## src/rtl/qdec_pkg.sv

```systemverilog
package qdec_pkg;

    typedef enum logic [1:0] {
        IDXM_EVERY = 2'b00,
        IDXM_OFF_A = 2'b01,
        IDXM_ONCE  = 2'b10,
        IDXM_OFF_B = 2'b11
    } idx_mode_e;

    typedef struct packed {
        logic fwd;
        logic rev;
        logic bad;
    } step_t;

    localparam int unsigned PIN_CNT = 3;
    localparam int unsigned PIN_A   = 2;
    localparam int unsigned PIN_B   = 1;
    localparam int unsigned PIN_I   = 0;

    // successor of {A,B} in forward order
    function automatic logic [1:0] ph_fwd(input logic [1:0] ab);
        return {~ab[0], ab[1]};
    endfunction

    // successor of {A,B} in reverse order
    function automatic logic [1:0] ph_rev(input logic [1:0] ab);
        return {ab[0], ~ab[1]};
    endfunction

    function automatic step_t classify(input logic [1:0] prv, input logic [1:0] cur);
        step_t s;
        s = '0;
        if (cur != prv) begin
            if (cur == ph_fwd(prv))      s.fwd = 1'b1;
            else if (cur == ph_rev(prv)) s.rev = 1'b1;
            else                         s.bad = 1'b1;
        end
        return s;
    endfunction

    function automatic logic zero_allowed(input idx_mode_e m, input logic marker);
        case (m)
            IDXM_EVERY: return 1'b1;
            IDXM_ONCE:  return ~marker;
            default:    return 1'b0;
        endcase
    endfunction

endpackage

```

## src/rtl/qdec_sync.sv

```systemverilog
module qdec_sync #(
    parameter int unsigned WIDTH  = 3,
    parameter int unsigned STAGES = 2
) (
    input  logic             clk,
    input  logic             rst,
    input  logic [WIDTH-1:0] din,
    output logic [WIDTH-1:0] dout
);
    localparam int unsigned LAST = STAGES - 1;

    logic [WIDTH-1:0] stg [STAGES];

    always_ff @(posedge clk) begin
        if (rst) stg[0] <= '0;
        else     stg[0] <= din;
    end

    for (genvar g = 1; g < STAGES; g++) begin : g_stage
        always_ff @(posedge clk) begin
            if (rst) stg[g] <= '0;
            else     stg[g] <= stg[g-1];
        end
    end

    assign dout = stg[LAST];
endmodule

```

## src/rtl/qdec_edge.sv

```systemverilog
module qdec_edge
    import qdec_pkg::*;
(
    input  logic       clk,
    input  logic       rst,
    input  logic [1:0] ab_s,
    input  logic       idx_s,
    output step_t      step,
    output logic       idx_rise
);
    logic [1:0] ab_prev;
    logic       idx_prev;

    always_ff @(posedge clk) begin
        if (rst) begin
            ab_prev  <= 2'b00;
            idx_prev <= 1'b0;
        end else begin
            ab_prev  <= ab_s;
            idx_prev <= idx_s;
        end
    end

    assign step     = classify(ab_prev, ab_s);
    assign idx_rise = idx_s & ~idx_prev;


    illegal_both_chk: assert property (@(posedge clk) disable iff (rst)
        step.bad |-> ((ab_s ^ ab_prev) == 2'b11));


    one_step_kind_chk: assert property (@(posedge clk) disable iff (rst)
        (ab_s != ab_prev) |-> $onehot({step.fwd, step.rev, step.bad}));
endmodule

```

## src/rtl/qdec_poscnt.sv

```systemverilog
module qdec_poscnt
    import qdec_pkg::*;
#(
    parameter int unsigned POS_W = 16
) (
    input  logic             clk,
    input  logic             rst,
    input  step_t            step,
    input  logic             zero_req,
    input  logic [POS_W-1:0] max_val,
    output logic [POS_W-1:0] cnt,
    output logic             dir_fwd
);
    localparam logic [POS_W-1:0] ONE = POS_W'(1);

    logic [POS_W-1:0] cnt_nxt;

    always_comb begin
        cnt_nxt = cnt;
        if (zero_req)
            cnt_nxt = '0;
        else if (step.fwd)
            cnt_nxt = (cnt >= max_val) ? '0 : cnt + ONE;
        else if (step.rev)
            cnt_nxt = (cnt == '0) ? max_val : cnt - ONE;
    end

    always_ff @(posedge clk) begin
        if (rst) begin
            cnt     <= '0;
            dir_fwd <= 1'b1;
        end else begin
            cnt <= cnt_nxt;
            if (step.fwd)      dir_fwd <= 1'b1;
            else if (step.rev) dir_fwd <= 1'b0;
        end
    end


    zero_wins_chk: assert property (@(posedge clk) disable iff (rst)
        zero_req |=> (cnt == '0));


    fwd_inc_chk: assert property (@(posedge clk) disable iff (rst)
        (step.fwd && !zero_req && cnt < max_val) |=> (cnt == $past(cnt) + ONE));


    fwd_wrap_chk: assert property (@(posedge clk) disable iff (rst)
        (step.fwd && !zero_req && cnt >= max_val) |=> (cnt == '0));


    rev_wrap_chk: assert property (@(posedge clk) disable iff (rst)
        (step.rev && !zero_req && cnt == '0) |=> (cnt == $past(max_val)));


    bad_hold_chk: assert property (@(posedge clk) disable iff (rst)
        (step.bad && !zero_req) |=> $stable(cnt));
endmodule

```

## src/rtl/quad_index_decoder.sv

```systemverilog
module quad_index_decoder
    import qdec_pkg::*;
#(
    parameter int unsigned POS_W     = 16,
    parameter int unsigned SYNC_DEPTH = 2
) (
    input  logic             clk,
    input  logic             rst,
    input  logic             enc_a,
    input  logic             enc_b,
    input  logic             enc_idx,
    input  logic [1:0]       idx_mode,
    input  logic [POS_W-1:0] pos_max,
    input  logic             marker_clr,
    output logic [POS_W-1:0] pos_count,
    output logic             dir_fwd,
    output logic             idx_marker,
    output logic             phase_err
);
    logic [PIN_CNT-1:0] pins_raw;
    logic [PIN_CNT-1:0] pins_s;
    step_t              step;
    logic               idx_rise;
    logic               zero_req;
    idx_mode_e          mode_e;
    logic               marker_q;
    logic               perr_q;

    assign pins_raw[PIN_A] = enc_a;
    assign pins_raw[PIN_B] = enc_b;
    assign pins_raw[PIN_I] = enc_idx;

    qdec_sync #(.WIDTH(PIN_CNT), .STAGES(SYNC_DEPTH)) u_sync (
        .clk  (clk),
        .rst  (rst),
        .din  (pins_raw),
        .dout (pins_s)
    );

    qdec_edge u_edge (
        .clk      (clk),
        .rst      (rst),
        .ab_s     ({pins_s[PIN_A], pins_s[PIN_B]}),
        .idx_s    (pins_s[PIN_I]),
        .step     (step),
        .idx_rise (idx_rise)
    );

    assign mode_e   = idx_mode_e'(idx_mode);
    assign zero_req = idx_rise & zero_allowed(mode_e, marker_q);

    qdec_poscnt #(.POS_W(POS_W)) u_cnt (
        .clk      (clk),
        .rst      (rst),
        .step     (step),
        .zero_req (zero_req),
        .max_val  (pos_max),
        .cnt      (pos_count),
        .dir_fwd  (dir_fwd)
    );

    always_ff @(posedge clk) begin
        if (rst) begin
            marker_q <= 1'b0;
            perr_q   <= 1'b0;
        end else begin
            if (idx_rise)        marker_q <= 1'b1;
            else if (marker_clr) marker_q <= 1'b0;
            if (step.bad)        perr_q   <= 1'b1;
        end
    end

    assign idx_marker = marker_q;
    assign phase_err  = perr_q;


    marker_set_chk: assert property (@(posedge clk) disable iff (rst)
        idx_rise |=> idx_marker);


    marker_hold_chk: assert property (@(posedge clk) disable iff (rst)
        (idx_marker && !marker_clr) |=> idx_marker);


    once_armed_out_chk: assert property (@(posedge clk) disable iff (rst)
        (mode_e == IDXM_ONCE && idx_marker && idx_rise && step == '0) |=> $stable(pos_count));


    off_no_zero_chk: assert property (@(posedge clk) disable iff (rst)
        (idx_mode[0] && idx_rise && step == '0) |=> $stable(pos_count));


    perr_sticky_chk: assert property (@(posedge clk) disable iff (rst)
        phase_err |=> phase_err);
endmodule

```

## config.mk

```make
export PLATFORM = sky130hd
export DESIGN_NAME = quad_index_decoder
export DESIGN_NICKNAME = d
export VERILOG_FILES = /design/src/rtl/qdec_pkg.sv /design/src/rtl/qdec_sync.sv /design/src/rtl/qdec_edge.sv /design/src/rtl/qdec_poscnt.sv /design/src/rtl/quad_index_decoder.sv
export SDC_FILE = /design/constraint.sdc
export NUM_CORES = 1
export LEC_CHECK = 0
export CORE_MARGIN = 2
export CORE_UTILIZATION = 60
export DETAILED_ROUTE_END_ITERATION = 8
export DONT_BUFFER_PORTS = 1
export PLACE_DENSITY = 0.73
export REMOVE_ABC_BUFFERS = 1
export SLEW_MARGIN = 20
export SYNTH_ARGS = -nofsm -noshare
export SYNTH_HDL_FRONTEND = slang
export SYNTH_SLANG_ARGS = --single-unit
```

## constraint.sdc

```tcl
create_clock -name clk -period 7.1 [get_ports clk]
set_clock_uncertainty 0.1 [all_clocks]
set_input_delay 2.13 -clock clk [delete_from_list [all_inputs] [get_ports clk]]
set_output_delay 2.13 -clock clk [all_outputs]
set_load 0.005 [all_outputs]
```

=== Yosys cells after proc, flatten, opt, wreduce, memory -nomap -nowiden ===
Memories as Yosys holds them, arrays and structs flattened.
Cells that the tools add are included.

* Bits in registers: 22
* Logic and storage cells: 45
* RAM bits: 6
* Input port bits: 24
* Memory bits (read-only): 0
* Output and inout bits: 19
* Bits in latches: 0
* Memories: 1

{| class="wikitable"
|+ Memory list
! memory !! depth !! width !! rd ports !! clocked after memory_dff !! wr ports !! RTL line !! text
|-
| u_sync.stg || 2 || 3 || 2 || 0 || 2 || qdec_sync.sv:12 || <nowiki>logic [WIDTH-1:0] stg [STAGES];</nowiki>
|}

* Multiplexer cells: 17
* Equality and inequality tests: 4
* $mul: 0
* Div/mod/pow operators: 0
* Shifts and indexed selects: 0
* Bitwise logic cells: 8
* $add $sub $neg: 2
* $lt $le $gt $ge: 1
* Reduce and logical (&&, ||, !) cells: 6

{| class="wikitable"
|+ Operator list
! kind !! number
|-
| $mux W16 || 4
|-
| $add A16 B1 Y16 const B || 1
|-
| $ge A16 B16 Y1 || 1
|-
| $logic_not A16 Y1 || 1
|-
| $sub A16 B1 Y16 const B || 1
|-
| $mux W3 || 3
|-
| $mux W1 || 8
|-
| $eq A2 B2 Y1 || 2
|-
| $not A1 Y1 || 4
|-
| $reduce_bool A2 Y1 || 2
|-
| $reduce_or A2 Y1 || 2
|-
| $and A1 B1 Y1 || 2
|-
| $eq A2 B2 Y1 const B || 1
|-
| $logic_not A2 Y1 || 1
|-
| $mux W2 || 1
|-
| $ne A2 B2 Y1 || 1
|-
| $or A1 B1 Y1 || 2
|-
| $pmux W1 S2 || 1
|}

=== Logic depth before layout (Yosys ltp) ===
Gate-level depths: netlist of the first run.

* Depth after elaboration: 7
* Gate-level depth with buffers: 10
* Depth with buffers taken out: 8

=== Hierarchy ===
Synthesis of the first run repeated with hierarchy kept, for this count alone.

* Cell total of the unflattened synthesis: 310
* Area total of the unflattened synthesis: 2424.8 µm²

{| class="wikitable"
|+ By module, submodules not included
! module !! cells an instance !! times used !! area each (µm²) !! sequential area each (µm²)
|-
| qdec_poscnt || 276 || 1 || 2059.5 || 340.3
|-
| qdec_sync || 12 || 1 || 157.7 || 120.1
|-
| qdec_edge || 14 || 1 || 133.9 || 60.1
|-
| quad_index_decoder || 8 || 1 || 73.8 || 40.0
|}

=== Worst setup path before layout of the first run ===
Ideal clock, no wire load.

* Path kind: input-to-reg
* Start: input pos_max[2]
* End: register u_cnt.cnt[14]
* Stages: 9
* Data required time: 6.926 ns
* Buffers on the path: 1
* Path slack: 3.245 ns
* Library setup time: 0.074 ns
* Data arrival time: 3.680 ns
* Cells stage by stage: inv_1 -> ha_1 -> or4_1 -> a21oi_1 -> nand4b_1 -> and3_1 -> buf_2 -> o21ai_0 -> a31oi_1

* Longest elaborated chain between the ends: 3

{| class="wikitable"
|+ Ends and longest elaborated chain
! what !! RTL line !! text
|-
| start: declaration || quad_index_decoder.sv:13 || <nowiki>input logic [POS_W-1:0] pos_max,</nowiki>
|-
| $ge A16 B16 Y1 || qdec_poscnt.sv:23 || <nowiki>cnt_nxt = (cnt >= max_val) ? '0 : cnt + ONE;</nowiki>
|-
| $mux W16 || qdec_poscnt.sv:23 ||
|-
| $mux W16 || qdec_poscnt.sv:22 || <nowiki>else if (step.fwd)</nowiki>
|-
| end signal: assignment || qdec_poscnt.sv:33 || <nowiki>cnt <= cnt_nxt;</nowiki>
|-
| end: declaration || qdec_poscnt.sv:11 || <nowiki>output logic [POS_W-1:0] cnt,</nowiki>
|}

Every way passes these cells.
A chain may end at the register's enable or synchronous reset.

=== Worst setup path in the final report of the first run ===
* Start: input pos_max[2]
* End: register u_cnt.cnt[1]

The elaborated chain is that of the path after synthesis.

==> impl_metrics.ini, run 1 <==
[sta]
min_period_over_period = 0.552
slew_headroom = 0.364
final-hold-violation-count = 0
timing.fmax_mhz = 255
rsz0062_at_grt = false
setup_tns_ns = 0
tightest_slew_ns = 0.947
maxSlewViolCount = 0
setup_viol = 0
period_minus_slack_ns = 3.92

[drt]
vias = 2373
drt-initial-drc-count = 305
post_drt_wl_per_cell_um = 19.2
wirelength_um = 6690
drc = 0
drt-pass1-iter-count = 5
viasPerCell = 6.80
antenna_left = 0

[placement]
dp_hpwl_um = 4610
dp_cells = 345
io_buffer_count = 0
place.gp.congestion = 0.878

[clock_tree]
numCtsBuffers = 3
cts_sinks = 28
cts_tree = built
post-cts-setup-buffers = 0
hold_buffers = 0
cts.clk_slew.worst_paths_ns = 0.10
cts.htree.levels = 1
clock_path_buffers = 2
root_buffer = clkbuf_8
clk_latency_ns = 0.28
cts_resized = 0

[worst_setup_path]
startpoint = pos_max[2]
regToRegSetupSlack_ns = 4.06
cp-start-kind = primary input
rr_worst_depth = 6
r2r_end = u_cnt.cnt[7]$_SDFFE_PP0P_
crit_arrival_ns = 4.02
required_ns = 7.20
cp_max_fo = 12
r2r_start = u_cnt.cnt[5]$_SDFFE_PP0P_
endpoint_kind = register
path_class = primary input to register

[synthesis]
synth_enable_flop_cells = 0
synth.avg_cell_area_um2 = 7.59
synthArstFlopShare = 0
yosys_most_used_dff = dfxtp_1
ys_ff_latch = 28
synth_cell_type_count = 57
synth_warnings = 0
netlist_area_um2 = 2400
synthCells = 316
seq_area_frac_synth = 0.234

[die]
initial_core_util = 0.641
coreArea_um2 = 3740
rows = 22
dieArea_um2 = 4520
die_w_um = 67.2
die_h_um = 67.2
io_pins = 43

[final_layout]
diodes = 0
ff_latch_area_um2 = 561
drive_gt1_frac = 0.0365
syn_to_final_growth_pct = 0.157
multiInputGateArea_um2 = 1650
stdcell_count = 349
fillers = 364
final_nets = 345

[power]
p_leak_nw = 0.995
ir_worst_vdd_mv = 0.147
power_density_nw_per_um2 = 283

[hold_path]
min-delay-start = u_sync.stg[0][1]$_SDFF_PP0_
worstHoldPathCells = 1
worstHoldPathType = register to register
hold_path_end = u_sync.stg[1][1]$_SDFF_PP0_

[grt]
grt_pass1_wl_um = 10600
antenna_found_initial = 0
grt_max_degree = 18
grt_overflow = 0
grt_pass1_vias = 2272
track_usage = 0.308

[flow_run]
drv_cap = 0

[run_status]
outcome = completed
## Yosys cell counts (6+ instances only)
cell type   n  area (µm²)
dfxtp_1    28         561
a21oi_1    26         130
nor2_1     23        86.3
o21ai_0    23         115
inv_1      20        75.1
nand2_1    20        75.1
ha_1       19         238
nor3_1     16        80.1
clkbuf_1   10        37.5
nor2b_1     9        56.3
nand4_1     8        50.1
nand3_1     7        35.0
nor4_1      7        43.8
xnor2_1     7        61.3
a22oi_1     6        45.0
mux2i_1     6        60.1
or4_1       6        45.0
xor2_1      6        52.6
## how the worst max path moves through the flow
| stage | end | slack (ns) | cells past startpoint |
|---|---|---|---|
| 6_report | u_cnt.cnt[1]$_SDFFE_PP0P_ | 3.18 | 8 |
| 4_1_cts | u_cnt.cnt[1]$_SDFFE_PP0P_ | 3.19 | 8 |
| 2_1_floorplan | u_cnt.cnt[1]$_SDFFE_PP0P_ | 3.17 | 8 |
| 3_3_place_gp | u_cnt.cnt[1]$_SDFFE_PP0P_ | 2.95 | 8 |
| 5_1_grt | u_cnt.cnt[1]$_SDFFE_PP0P_ | 2.91 | 8 |
| 3_5_place_dp | u_cnt.cnt[1]$_SDFFE_PP0P_ | 2.89 | 8 |
## registers in the layout, summed over array words and instances, names as in the netlist
signal and flops:
u_sync.stg 6, idx_marker 1, phase_err 1, u_edge.idx_prev 1, u_cnt.dir_fwd 1, u_cnt.cnt 16, u_edge.ab_prev 2
## cell usage in the layout, fill, tap and decap left out, types with 2 or more instances in the layout
cell	n
and3_1	5
ha_1	19
inv_1	20
xnor2_1	7
a21o_1	5
nor4_1	7
mux2i_1	6
o31ai_1	3
nand2b_1	4
nor3_1	16
a211oi_1	2
dfxtp_1	28
o22ai_1	3
o21ai_0	23
nand2_1	20
o21ai_1	3
clkbuf_8	4
a31oi_1	4
xor2_1	6
o311a_1	2
a21oi_1	26
o31a_1	2
o21a_1	2
nand3_1	7
nand4_1	8
nor2_1	23
a22oi_1	6
nor2b_1	9
or4_1	6
## metrics by stage
stage	power, mW	hold WS [ns]	util	area (µm²)	worst slack [ns]
6_report	0.680	0.347	0.642	2400	3.18
5_1_grt	0.719	0.356	0.642	2400	2.91
4_1_cts	0.667	0.348	0.642	2400	3.19
3_5_place_dp	0.565	0.324	0.627	2350	2.89
3_3_place_gp	0.560	0.314	0.627	2350	2.95
2_1_floorplan	0.472	0.314	-	2280	3.17
## cell type report
type	count	area share
flip-flops and latches	28	0.233
well taps	48	0.0250
inverters	20	0.0312
multi-input cells	248	0.685
clock buffers	4	0.0229
repair buffers	1	0.00312
## metal layers
layer	GRT usage	wire, µm
met5	0	0
met2	0.512	3060
met4	0.0918	89
met1	0.402	2940
met3	0.0600	597
## cell families (layout without fill, tap and decap cells)
kind of cell	count (synthesis)	count (layout)	synth area share
AOI/OAI and AO/OA	93	93	0.243
xor gates and xnor gates	13	13	0.0474
adders and majority gates	19	19	0.0991
buffers and inverters	40	25	0.0808
DFF	28	28	0.234
muxes	7	7	0.0297
and+or+nand+nor	116	116	0.266
## worst max-delay path: stages
cell,delay [ns]
inv_1,0.04
ha_1,0.20
or4_1,0.49
a21oi_1,0.13
nand4b_1,0.18
and3_1,0.48
nand2_1,0.10
a221oi_1,0.26
## where the power goes
part / switching, mW / total, mW / leakage, nW / internal (mW)
sequential: 0.0428 / 0.216 / 0.229 / 0.173
combinational: 0.223 / 0.359 / 0.738 / 0.135
clock: 0.0554 / 0.105 / 0.0288 / 0.0499
Note: power is estimated with default switching activity, not from simulation.
==> run 2, diff against run 1 <==
--- a/config.mk
+++ b/config.mk
@@ -5,8 +5,9 @@
 export SDC_FILE = /design/constraint.sdc
 export NUM_CORES = 1
 export LEC_CHECK = 0
+export ABC_AREA = 1
 export CORE_MARGIN = 2
-export CORE_UTILIZATION = 60
+export CORE_UTILIZATION = 58
 export DETAILED_ROUTE_END_ITERATION = 8
 export DONT_BUFFER_PORTS = 1
 export PLACE_DENSITY = 0.73
==> constraint.sdc (replaced) <==
create_clock -name clk -period 3.3 [get_ports clk]
set_clock_uncertainty 0.1 [all_clocks]
set_input_delay 0.99 -clock clk [delete_from_list [all_inputs] [get_ports clk]]
set_output_delay 0.99 -clock clk [all_outputs]
set_load 0.005 [all_outputs]
==> impl_metrics.ini, run 2 <==
[run_status]
outcome = completed

[drt]
post_drt_wl_per_cell_um = 14.4
antenna_left = 0
vias = 2523
viasPerCell = 5.55
drc = 0
drt-pass1-iter-count = 5
drt-initial-drc-count = 188
wirelength_um = 6540

[sta]
maxSlewViolCount = 0
tightest_slew_ns = 0.551
setup_tns_ns = 0
rsz0062_at_grt = false
min_period_over_period = 0.735
slew_headroom = 0.632
final-hold-violation-count = 0
timing.fmax_mhz = 412
period_minus_slack_ns = 2.43
whs_ns = 0.312
setup_viol = 0

[grt]
antenna_found_initial = 0
grt_overflow = 0
grt_pass1_wl_um = 11300
grt_pass1_vias = 2441
track_usage = 0.275
grt_max_degree = 20

[power]
ir_worst_vdd_mv = 0.283
p_int_uw = 705
switchingPower_uw = 510
p_leak_nw = 1.31
power_density_nw_per_um2 = 464
pwr-share-comb = 0.396
power_frac_seq = 0.370
p_clk_frac = 0.234
switching_share = 0.419

[final_layout]
final_common_cell = nand2_1
syn_to_final_growth_pct = 0.964
fillers = 451
final_nets = 447
final_cell_mix = nand2_1 (83), inv_1 (60), nor2_1 (51), nand3_1 (45), a21oi_1 (30)
drive_gt1_frac = 0.0471
top_register = u_cnt.cnt
ff_latch_area_um2 = 561
largest_reg_flops = 16
largestRegisters = u_cnt.cnt: 16 flops, u_sync.stg: 6 flops, u_edge.ab_prev: 2 flops
multiInputGateArea_um2 = 1680
diodes = 0

[clock_tree]
clk_latency_ns = 0.28
cts.clk_slew.worst_paths_ns = 0.11
cts_tree = built
cts.htree.levels = 1
clock_path_buffers = 2
cts_resized = 0
cts_sinks = 28
numCtsBuffers = 3
root_buffer = clkbuf_8
post-cts-setup-buffers = 0
hold_buffers = 0

[worst_setup_path]
crit_family = simple AND/OR/NAND/NOR gates
path_class = primary input to register
slowest_stage = nand2_1
regToRegSetupSlack_ns = 0.94
path_cells = inv_1 -> ha_1 -> nand2_1 -> nor2_1 -> nand2_1 -> nand3_1 -> nand2_1 -> nand2_1 -> nand2_1 -> nand3b_1 -> nand3_1 -> nand2_1 -> inv_1
crit_top_cell = nand2_1
crit_path_max_incr_delay_ns = 0.35
worst-path-buf-inv = 2
crit_cells = 13
required_ns = 3.40
cp_max_fo = 16
r2r_start = u_cnt.cnt[3]$_SDFFE_PP0P_
rr_worst_depth = 12
cp-start-kind = primary input
crit_arrival_ns = 2.52
r2r_end = u_cnt.cnt[0]$_SDFFE_PP0P_
endpoint_kind = register

[die]
die_w_um = 70.9
dieArea_um2 = 5030
io_pins = 43
coreArea_um2 = 4320
initial_core_util = 0.600
die_h_um = 70.9
rows = 24

[synthesis]
synth_warnings = 0
synth_top_area_share = 0.216
synthArstFlopShare = 0
netlist_top_cells_area = dfxtp_1 (22%), nand2_1 (12%), ha_1 (9.2%), inv_1 (8.7%), nand3_1 (8.7%)
seq_area_frac_synth = 0.216
synth.avg_cell_area_um2 = 6.25
synthCells = 415
synth_largest_area_cell = dfxtp_1
netlist_area_um2 = 2590
ys_ff_latch = 28
synth_enable_flop_cells = 0
synth_cell_type_count = 29
netlist_top_cells_count = nand2_1 (83), inv_1 (60), nor2_1 (51), nand3_1 (45), a21oi_1 (30)
yosys_most_used_dff = dfxtp_1
synthMostInstantiatedCell = nand2_1

[hold_path]
worstHoldPathType = register to register
min-delay-start = u_sync.stg[0][1]$_SDFF_PP0_
hold_path_end = u_sync.stg[1][1]$_SDFF_PP0_
worstHoldPathCells = 2

[placement]
dp_hpwl_um = 4960
io_buffer_count = 0
place.gp.congestion = 0.992

[flow_run]
drv_cap = 0
run 2: changes by cell type in the layout (fill, tap and decap cells not counted), moves of 6 or more:
cell,delta
nand3_1,+38
nand2_1,+63
nor2b_1,-9
o21ai_0,+6
a22oi_1,-6
mux2i_1,-6
xor2_1,+12
nor3_1,-15
nor4_1,-7
or4_1,-6
nor2_1,+28
xnor2_1,-7
inv_1,+40
nand3b_1,+11
run 2: worst register-to-register path: cells and delay by family (launching register included):
kind                       cells  cell delay, ns
DFF                            1            0.65
adders and majority gates      1            0.35
and+or+nand+nor               10            1.10
AOI/OAI and AO/OA              1            0.12
run 2: kinds of logic (layout without fill, tap and decap cells):
family,after synthesis,in the layout,synth area share
simple gates,205,205,0.358
xor+xnor,20,20,0.0733
buf+inv,79,67,0.135
fa+ha+maj,19,19,0.0916
compound gates,64,64,0.126
flops,28,28,0.216
run 2: final cells by class:
class	instances	area share
Clock buffer	3	0.0158
Timing Repair Buffer	1	0.00287
Inverter	62	0.0888
Tap cell	52	0.0248
Clock inverter	1	0.0115
Sequential cell	28	0.214
Multi-Input combinational cell	308	0.642
run 2: power groups by stage:
stage               clock network (mW)  logic [mW]  registers [mW]
finish                           0.284       0.481           0.450
global route                     0.296       0.558           0.458
CTS                              0.288       0.479           0.449
detailed placement                   0       0.475           0.457
global placement                     0       0.467           0.456
floorplan                            0       0.374           0.433
run 2: how the worst max path moves through the flow:
stage,to,startpoint
global placement,u_cnt.cnt[11]$_SDFFE_PP0P_,pos_max[3]
detailed placement,u_cnt.cnt[11]$_SDFFE_PP0P_,pos_max[2]
finish,u_cnt.cnt[11]$_SDFFE_PP0P_,pos_max[2]
global route,u_cnt.cnt[2]$_SDFFE_PP0P_,pos_max[2]
CTS,u_cnt.cnt[11]$_SDFFE_PP0P_,pos_max[2]
floorplan,u_cnt.cnt[0]$_SDFFE_PP0P_,pos_max[13]
run 2: per-layer routing:
metal	vias up	global-route usage	share of wire
met4	0	0.0776	0.016
met5	-	0	0
met3	11	0.0484	0.072
met1	1123	0.366	0.46
li1	1301	-	-
met2	88	0.460	0.46
run 2: stage by stage:
stage,worst slack (ns),area (µm²),instances,utilization,total power [mW]
6_report,0.875,2620,455,0.606,1.22
5_1_grt,0.658,2620,455,0.606,1.31
4_1_cts,0.887,2620,455,0.606,1.22
3_5_place_dp,0.583,2550,451,0.589,0.932
3_3_place_gp,0.616,2550,451,0.589,0.924
2_1_floorplan,0.927,2480,398,-,0.807
